[config.mk]
export PLATFORM = sky130hd
export DESIGN_NAME = dispdec_top
export DESIGN_NICKNAME = d
export VERILOG_FILES = /design/src/rtl/dispdec_pkg.sv /design/src/rtl/dispdec_prefix.sv /design/src/rtl/dispdec_ctrl.sv /design/src/rtl/dispdec_gather.sv /design/src/rtl/dispdec_extend.sv /design/src/rtl/dispdec_top.sv
export SDC_FILE = /design/constraint.sdc
export NUM_CORES = 1
export LEC_CHECK = 0
export ABC_CLOCK_PERIOD_IN_PS = 3460
export BUFFER_PORTS_ARGS = -buffer_cell sky130_fd_sc_hd__buf_2
export CORE_MARGIN = 3
export CORE_UTILIZATION = 30
export CTS_CLUSTER_DIAMETER = 150
export DETAILED_ROUTE_END_ITERATION = 10
export GPL_ROUTABILITY_DRIVEN = 1
export PLACE_DENSITY = 0.49
export SLEW_MARGIN = 15
export SYNTH_ARGS = -nofsm -noshare
export SYNTH_HDL_FRONTEND = slang
export SYNTH_HIERARCHICAL = 1
export SYNTH_SLANG_ARGS = --single-unit
[constraint.sdc]
create_clock -name clk -period 3.46 [get_ports clk]
set_input_delay 0.519 -clock clk [delete_from_list [all_inputs] [get_ports clk]]
set_output_delay 0.519 -clock clk [all_outputs]
set_load 0.02 [all_outputs]
[src/rtl/dispdec_pkg.sv]
package dispdec_pkg;

  localparam int BYTE_W    = 8;
  localparam int OUT_W     = 32;
  localparam int MAX_BYTES = 4;
  localparam int CNT_W     = $clog2(MAX_BYTES + 1);

  typedef enum logic [1:0] {
    PH_FIRST = 2'd0,
    PH_MORE  = 2'd1,
    PH_DONE  = 2'd2
  } phase_e;

endpackage

[src/rtl/dispdec_prefix.sv]
module dispdec_prefix #(
  parameter int BYTE_W = 8,
  parameter int CNT_W  = 3
) (
  input  logic [BYTE_W-1:0] lead_byte,
  output logic [CNT_W-1:0]  lead_len
);

  always_comb begin
    unique case (lead_byte[BYTE_W-1 -: 2])
      2'b10:   lead_len = CNT_W'(2);
      2'b11:   lead_len = CNT_W'(4);
      default: lead_len = CNT_W'(1);
    endcase
  end

endmodule

[src/rtl/dispdec_ctrl.sv]
module dispdec_ctrl
  import dispdec_pkg::*;
#(
  parameter int CNT_W = 3
) (
  input  logic             clk,
  input  logic             rst_n,
  input  logic             in_valid,
  input  logic [CNT_W-1:0] lead_len,
  output logic             in_ready,
  output logic             take,
  output logic             take_first,
  output logic             take_last
);

  phase_e           phase_q, phase_d;
  logic [CNT_W-1:0] left_q, left_d;

  assign in_ready   = (phase_q != PH_DONE);
  assign take       = in_valid && in_ready;
  assign take_first = take && (phase_q == PH_FIRST);
  assign take_last  = take && (((phase_q == PH_FIRST) && (lead_len == CNT_W'(1))) ||
                               ((phase_q == PH_MORE)  && (left_q == CNT_W'(1))));

  always_comb begin
    phase_d = phase_q;
    left_d  = left_q;
    unique case (phase_q)
      PH_FIRST: begin
        if (take) begin
          if (lead_len == CNT_W'(1)) begin
            phase_d = PH_DONE;
          end else begin
            phase_d = PH_MORE;
            left_d  = lead_len - CNT_W'(1);
          end
        end
      end
      PH_MORE: begin
        if (take) begin
          left_d = left_q - CNT_W'(1);
          if (left_q == CNT_W'(1)) phase_d = PH_DONE;
        end
      end
      PH_DONE: phase_d = PH_FIRST;
      default: phase_d = PH_FIRST;
    endcase
  end

  always_ff @(posedge clk or negedge rst_n) begin
    if (!rst_n) begin
      phase_q <= PH_FIRST;
      left_q  <= '0;
    end else begin
      phase_q <= phase_d;
      left_q  <= left_d;
    end
  end

  // an idle cycle leaves the remaining-byte count untouched
  a_r11_idle_hold: assert property (@(posedge clk) disable iff (!rst_n)
    !take |=> $stable(left_q));

  // the refusing phase lasts a single cycle
  a_r7_done_one_cycle: assert property (@(posedge clk) disable iff (!rst_n)
    (phase_q == PH_DONE) |=> (phase_q == PH_FIRST));

  // never more bytes outstanding than the longest field minus its lead
  a_r5_left_bound: assert property (@(posedge clk) disable iff (!rst_n)
    left_q <= CNT_W'(MAX_BYTES - 1));

endmodule

[src/rtl/dispdec_gather.sv]
module dispdec_gather #(
  parameter int BYTE_W = 8,
  parameter int OUT_W  = 32
) (
  input  logic              clk,
  input  logic              rst_n,
  input  logic              take,
  input  logic              take_first,
  input  logic [BYTE_W-1:0] byte_in,
  output logic [OUT_W-1:0]  word_next
);

  logic [OUT_W-1:0] acc_q;

  assign word_next = take_first ? {{(OUT_W-BYTE_W){1'b0}}, byte_in}
                                : {acc_q[OUT_W-BYTE_W-1:0], byte_in};

  always_ff @(posedge clk or negedge rst_n) begin
    if (!rst_n) begin
      acc_q <= '0;
    end else if (take) begin
      acc_q <= word_next;
    end
  end

  // each later byte lands below the bytes already gathered
  a_r3_shift_order: assert property (@(posedge clk) disable iff (!rst_n)
    (take && !take_first) |=>
      (acc_q[BYTE_W-1:0] == $past(byte_in)) &&
      (acc_q[2*BYTE_W-1:BYTE_W] == $past(acc_q[BYTE_W-1:0])));

endmodule

[src/rtl/dispdec_extend.sv]
module dispdec_extend #(
  parameter int BYTE_W = 8,
  parameter int OUT_W  = 32,
  parameter int CNT_W  = 3
) (
  input  logic [OUT_W-1:0] word,
  input  logic [CNT_W-1:0] len,
  input  logic             zext,
  output logic [OUT_W-1:0] value
);

  localparam int W1 = BYTE_W - 1;
  localparam int W2 = 2 * BYTE_W - 2;
  localparam int W4 = 4 * BYTE_W - 2;

  logic fill;

  always_comb begin
    fill  = 1'b0;
    value = '0;
    unique case (len)
      CNT_W'(1): begin
        fill  = !zext && word[W1-1];
        value = {{(OUT_W-W1){fill}}, word[W1-1:0]};
      end
      CNT_W'(2): begin
        fill  = !zext && word[W2-1];
        value = {{(OUT_W-W2){fill}}, word[W2-1:0]};
      end
      default: begin
        fill  = !zext && word[W4-1];
        value = {{(OUT_W-W4){fill}}, word[W4-1:0]};
      end
    endcase
  end

endmodule

[src/rtl/dispdec_top.sv]
module dispdec_top
  import dispdec_pkg::*;
#(
  parameter int BYTE_W = dispdec_pkg::BYTE_W,
  parameter int OUT_W  = dispdec_pkg::OUT_W,
  parameter int CNT_W  = dispdec_pkg::CNT_W
) (
  input  logic              clk,
  input  logic              rst_n,
  input  logic              unsigned_mode,
  input  logic              in_valid,
  output logic              in_ready,
  input  logic [BYTE_W-1:0] in_data,
  output logic              out_valid,
  output logic [OUT_W-1:0]  out_disp,
  output logic [CNT_W-1:0]  out_len
);

  localparam int W1 = BYTE_W - 1;
  localparam int W4 = 4 * BYTE_W - 2;

  logic [CNT_W-1:0] lead_len;
  logic             take, take_first, take_last;
  logic [OUT_W-1:0] word_next, ext_value;

  logic [CNT_W-1:0] len_q, len_d, sel_len;
  logic             zext_q, zext_d, sel_zext;
  logic             valid_q, valid_d;
  logic [OUT_W-1:0] disp_q, disp_d;
  logic [CNT_W-1:0] olen_q, olen_d;
  logic             ozext_q, ozext_d;

  dispdec_prefix #(.BYTE_W(BYTE_W), .CNT_W(CNT_W)) i_prefix (
    .lead_byte (in_data),
    .lead_len  (lead_len)
  );

  dispdec_ctrl #(.CNT_W(CNT_W)) i_ctrl (
    .clk        (clk),
    .rst_n      (rst_n),
    .in_valid   (in_valid),
    .lead_len   (lead_len),
    .in_ready   (in_ready),
    .take       (take),
    .take_first (take_first),
    .take_last  (take_last)
  );

  dispdec_gather #(.BYTE_W(BYTE_W), .OUT_W(OUT_W)) i_gather (
    .clk        (clk),
    .rst_n      (rst_n),
    .take       (take),
    .take_first (take_first),
    .byte_in    (in_data),
    .word_next  (word_next)
  );

  assign sel_len  = take_first ? lead_len : len_q;
  assign sel_zext = take_first ? unsigned_mode : zext_q;

  dispdec_extend #(.BYTE_W(BYTE_W), .OUT_W(OUT_W), .CNT_W(CNT_W)) i_extend (
    .word  (word_next),
    .len   (sel_len),
    .zext  (sel_zext),
    .value (ext_value)
  );

  always_comb begin
    len_d   = len_q;
    zext_d  = zext_q;
    valid_d = take_last;
    disp_d  = disp_q;
    olen_d  = olen_q;
    ozext_d = ozext_q;
    if (take_first) begin
      len_d  = lead_len;
      zext_d = unsigned_mode;
    end
    if (take_last) begin
      disp_d  = ext_value;
      olen_d  = sel_len;
      ozext_d = sel_zext;
    end
  end

  always_ff @(posedge clk or negedge rst_n) begin
    if (!rst_n) begin
      len_q   <= CNT_W'(1);
      zext_q  <= 1'b0;
      valid_q <= 1'b0;
      disp_q  <= '0;
      olen_q  <= CNT_W'(1);
      ozext_q <= 1'b0;
    end else begin
      len_q   <= len_d;
      zext_q  <= zext_d;
      valid_q <= valid_d;
      disp_q  <= disp_d;
      olen_q  <= olen_d;
      ozext_q <= ozext_d;
    end
  end

  assign out_valid = valid_q;
  assign out_disp  = disp_q;
  assign out_len   = olen_q;

  // no byte can enter while a result is being presented
  a_r7_refuse_on_strobe: assert property (@(posedge clk) disable iff (!rst_n)
    out_valid |-> !in_ready);

  // the strobe never lasts two cycles
  a_r6_single_pulse: assert property (@(posedge clk) disable iff (!rst_n)
    out_valid |=> !out_valid);

  // only the three legal byte counts appear
  a_r5_len_code: assert property (@(posedge clk) disable iff (!rst_n)
    out_valid |-> (out_len == CNT_W'(1) || out_len == CNT_W'(2) || out_len == CNT_W'(4)));

  // a signed one-byte result fits in the 7-bit range
  a_r2_short_range: assert property (@(posedge clk) disable iff (!rst_n)
    (out_valid && out_len == CNT_W'(1) && !ozext_q) |->
      ($countones(out_disp[OUT_W-1:W1-1]) == 0 ||
       $countones(out_disp[OUT_W-1:W1-1]) == OUT_W - W1 + 1));

  // a zero-extended four-byte result has clear upper bits
  a_r8_zext_high: assert property (@(posedge clk) disable iff (!rst_n)
    (out_valid && out_len == CNT_W'(4) && ozext_q) |-> (out_disp[OUT_W-1:W4] == '0));

  // a strobe follows every accepted last byte
  a_r6_strobe_follows: assert property (@(posedge clk) disable iff (!rst_n)
    take_last |=> out_valid);

endmodule

=== Word level (Yosys, flattened, before mapping) ===
Index checks and enable logic that the tools add are counted.

* Add/subtract/negate cells: 2
* Equality and inequality tests: 12
* Multiplexer cells: 14
* Reductions and logical operators: 14

{| class="wikitable"
|+ Operators by type and width
! kind !! count
|-
| case mux 32 bit (2 select lines) || 1
|-
| two-way mux 30 bit || 1
|-
| two-way mux 3 bit || 4
|-
| case mux 3 bit (2 select lines) || 2
|-
| equality test 3 x 1 -> 1 bit, second input constant || 3
|-
| logical AND 1 bit || 8
|-
| two-way mux 2 bit || 4
|-
| != test 2 bit, second input constant || 3
|-
| subtractor 3 x 1 -> 3 bit, second input constant || 2
|-
| equality test 2 bit, second input constant || 2
|-
| != test 2 x 1 -> 1 bit, second input constant || 2
|-
| case mux 2 bit (2 select lines) || 1
|-
| AND reduction 4 bit || 1
|-
| equality test 3 x 2 -> 1 bit, second input constant || 1
|-
| AND reduction 3 bit || 1
|-
| equality test 2 x 1 -> 1 bit, second input constant || 1
|-
| logical NOT 2 bit || 1
|-
| nonzero test 2 bit || 1
|-
| logical NOT 1 bit || 1
|-
| logical OR 1 bit || 1
|-
| two-way mux 1 bit || 1
|}

* Bits in registers: 67
* Output and inout port bits: 37
* Logic and storage cells: 50

=== Logic depth before layout (Yosys ltp) ===
* Depth in word-level cells: 7
* Mapped depth: 9
* Mapped depth without buffers: 7

=== By module ===
The synthesis kept the hierarchy.

{| class="wikitable"
|+ By module, submodules not included
! module !! times used !! cells an instance !! area an instance (um^2)
|-
| dispdec_top || 1 || 83 || 1506.4
|-
| dispdec_gather || 1 || 85 || 1179.9
|-
| dispdec_ctrl || 1 || 42 || 396.6
|-
| dispdec_extend || 1 || 52 || 396.6
|-
| dispdec_prefix || 1 || 3 || 20.0
|}

=== Worst setup path after synthesis ===
OpenSTA, ideal clock, no wires.

* Path type: input port to flip-flop
* Start point: in in_valid
* End point: reg disp_q[31] (netlist: out_disp[31])
* Setup time: 0.125 ns
* Data arrival time: 2.450 ns
* Required time: 3.335 ns
* Setup slack: 0.885 ns
* Cell stages on the path: 9
* Path buffers: 2
* Cells stage by stage: nand2b_1 -> nor2_1 -> mux2_4 -> xor2_1 -> nand2b_1 -> buf_6 -> a31o_2 -> buf_4 -> mux2_2

* Cells in the longest elaborated chain, start to end: 6
* Elaborated cells between the ends (all ways): 13
* Those cells by class: eq/ne: 2; mux: 4; reduce/logical: 7

{| class="wikitable"
|+ RTL lines
! element !! RTL line !! source
|-
| from (decl) || dispdec_top.sv:11 || <nowiki>input logic in_valid,</nowiki>
|-
| logical AND 1 bit (*) || dispdec_ctrl.sv:20 || <nowiki>assign take = in_valid && in_ready;</nowiki>
|-
| logical AND 1 bit (*) || dispdec_ctrl.sv:21 || <nowiki>assign take_first = take && (phase_q == PH_FIRST);</nowiki>
|-
| named net take_first || dispdec_top.sv:23 || <nowiki>logic take, take_first, take_last;</nowiki>
|-
| branches (longest 3 deep; another with two-way mux 3 bit) || n/a ||
|-
| case mux 32 bit (2 select lines) (*) || dispdec_extend.sv:21 || <nowiki>unique case (len)</nowiki>
|-
| named net ext_value[31] || dispdec_top.sv:24 || <nowiki>logic [OUT_W-1:0] word_next, ext_value;</nowiki>
|-
| to (signal assigned) || dispdec_top.sv:98 || <nowiki>disp_q <= disp_d;</nowiki>
|-
| to (decl) || dispdec_top.sv:29 || <nowiki>logic [OUT_W-1:0] disp_q, disp_d;</nowiki>
|}

Mark *: on every way through the listed nets, which the timed path passes.
A chain may end at the register's enable or synchronous reset.

=== Worst setup path in the final report ===
* Start point: reg i_ctrl.phase_q[1]
* End point: reg disp_q[30] (netlist: out_disp[30])

* Cells in the longest elaborated chain, start to end: 7
* Elaborated cells between the ends (all ways): 19
* Those cells by class: eq/ne: 4; mux: 4; reduce/logical: 11

{| class="wikitable"
|+ RTL lines
! element !! RTL line !! source
|-
| from (decl) || dispdec_ctrl.sv:16 || <nowiki>phase_e phase_q, phase_d;</nowiki>
|-
| from (signal assigned) || dispdec_ctrl.sv:55 || <nowiki>phase_q <= phase_d;</nowiki>
|-
| != test 2 bit || dispdec_ctrl.sv:19 || <nowiki>assign in_ready = (phase_q != PH_DONE);</nowiki>
|-
| logical AND 1 bit || dispdec_ctrl.sv:20 ||
|-
| logical AND 1 bit (*) || dispdec_ctrl.sv:21 ||
|-
| named net take_first || dispdec_top.sv:23 ||
|-
| branches (longest 3 deep; another with two-way mux 3 bit) || n/a ||
|-
| case mux 32 bit (2 select lines) (*) || dispdec_extend.sv:21 ||
|-
| named net ext_value[30] || dispdec_top.sv:24 ||
|}

Marks and branches as above.

==> flow_summary.ini <==
[die]
rows = 38
core_um2 = 10980
pin_count = 49
initial_core_util_pct = 31.09
fp.dieH_um = 112.7
die_area_um2 = 12700
die_w_um = 112.7

[sta]
slew_headroom_pct = 39.69
drv_slew = 0
finalSetupViolCount = 0
setup_tns_ns = 0
finalHoldViolCount = 0
period_minus_slack_ns = 2.780
fin_worst_skew_ns = 0.005653
min_period_over_period_pct = 80.36
tightest_slew_ns = 0.9047
max_freq_mhz = 359.7
setup_slack_ns = 0.6796
rsz0062_at_grt = false

[clocking]
cts_buffers = 9
cts_resized = 0
ctsHoldBuffers = 0
cts_tree = done
cts.htree.levels = 3
cts_root_buf = clkbuf_16
clockBufferDepth = 2
post_cts_buffers = 0
clk_latency_ns = 0.32
cts_sinks = 67
clkTransAtPathRegs_ns = 0.05

[pwr]
p_clk_share_pct = 23.7
p_sw_share_pct = 34.61
leakagePower_nw = 1.927
p_switching_mw = 1.266
p_comb_share_pct = 42.1
sequentialPowerShare_pct = 34.2
p_int_mw = 2.391
ir_drop_uv = 328.1
p_per_area_nw_per_um2 = 937.0

[run_status]
status = finished, final reports clean

[grt]
grt_overflow = 0
grt_pass1_vias = 2139
grt_pass1_wl_mm = 11.41
grt_max_degree = 40
track_usage_pct = 11.57
antenna_found_initial = 0

[layout]
fin_area_um2 = 3902
syn_to_final_growth_pct = 14.29
nets = 310
fillers = 1064
drive_above_1_share_pct = 54.36
antenna-diode-count = 0

[setup_path]
worstPathArrival_ns = 2.99
path_class = reg2reg
cp_cell_sequence = nand2b_1 > nor2_2 > mux2_4 > xor2_1 > nand2b_1 > a31o_2 > mux2_2
max_stage_delay_ns = 0.46
critPathCaptureType = register
cp.required_ns = 3.67
cp_max_fo = 17
slowest_stage = nor2_2
start_kind = register
cpMostUsedCell = nand2b_1

[detailed_routing]
ant_nets = 0
routed_wl_mm = 6.637
vias_per_cell = 4.457
drc = 0
drt_iter0_markers = 72
vias = 1952
wl_per_cell_um = 15.15
dr.pass1.iters = 4

[yosys]
yosysWarnings = 6
synthCells = 259
syn_avg_cell_area_um2 = 13.18
syn_area_um2 = 3415
synth_fp_nets = 275

[place]
place_area_um2 = 3626
gp_congestion = 0.7732
hpwl_mm = 4.738
io_buffers = 48
preCtsSetupSlack_ns = 0.5444

[hold_path]
holdCritPathClass = in2async

[flow_run]
cap_violations = 0
==> placed cells by master, fill, tap and decap left out, types with 2 or more instances in the layout <==
master	count
buf_4	7
a21o_2	16
nand3b_4	2
nor2b_1	18
dfrtp_1	65
inv_1	5
and2b_4	3
buf_2	48
clkbuf_16	9
clkbuf_1	3
mux2_2	48
dfstp_2	2
a21oi_1	3
nand2_1	16
mux2_4	13
or3b_1	3
clkinv_2	2
nor2b_2	2
ha_1	4
nand2b_1	4
==> power by group through the flow <==
stage                     clock network (mW)  registers (mW)  logic [mW]
final                                  0.868            1.25        1.54
after global routing                   0.938            1.30        1.69
after CTS                              0.896            1.26        1.57
after detailed placement                   0            1.27        1.56
after global placement                     0            1.26        1.55
after floorplan                            0            1.47        1.02
==> metrics by stage <==
stage / util, % / power [mW] / instances / hold slack, ns
final: 35.53 / 3.657 / 438 / 0.3208
after global routing: 35.53 / 3.926 / 438 / 0.4024
after CTS: 35.53 / 3.728 / 438 / 0.3603
after detailed placement: 33.01 / 2.833 / 423 / 0.4874
after global placement: 33.01 / 2.817 / 423 / 0.4817
after floorplan: - / 2.487 / 259 / 0.2234
==> layer usage <==
layer / global-route usage, % / part of all wire, % / vias to the layer above
li1: - / - / 939
met1: 15.69 / 48 / 974
met2: 17.42 / 47 / 31
met3: 3.827 / 3.7 / 8
met4: 3.846 / 1.3 / 0
met5: 0 / 0 / -
==> flip-flops by register name, summed over array words and instances, names as in the netlist <==
name and cells:
out_disp 32, out_valid 1, len_q 3, i_gather/acc_q 22, i_ctrl/phase_q 2, i_ctrl/left_q 3, zext_q 1, out_len 3
==> final timing paths <==
kind,startpoint,endpoint,slack [ns],depth (start not counted)
min in group clk,in_data[0],i_gather/acc_q[0],0.44,2
setup reg to reg,i_ctrl/phase_q[1],out_disp[30],0.68,7
max in group asynchronous,rst_n,out_disp[12],2.35,2
setup / recovery,i_ctrl/phase_q[1],out_disp[30],0.68,7
hold / removal,rst_n,out_disp[23],0.32,1
hold reg to reg,i_gather/acc_q[17],i_gather/acc_q[17],0.50,1
==> final cells by class <==
type / instances / area (um2) / share of cell area [%]
inverter: 6 / 22.52 / 0.5771
timing repair buffer: 55 / 292.8 / 7.502
tap: 140 / 175.2 / 4.489
clock inverter: 3 / 40.04 / 1.026
multi-input combinational: 155 / 1456 / 37.32
sequential: 67 / 1679 / 43.03
clock buffer: 12 / 236.5 / 6.060
==> worst max-delay path: cells and delay by family (launching register included) <==
kind            cells  cell delay (ns)
compound gates      1             0.39
xor+xnor            1             0.16
flops               1             0.42
mux                 2             0.66
simple gates        3             1.04
Note: power is estimated with default switching activity, not from simulation.
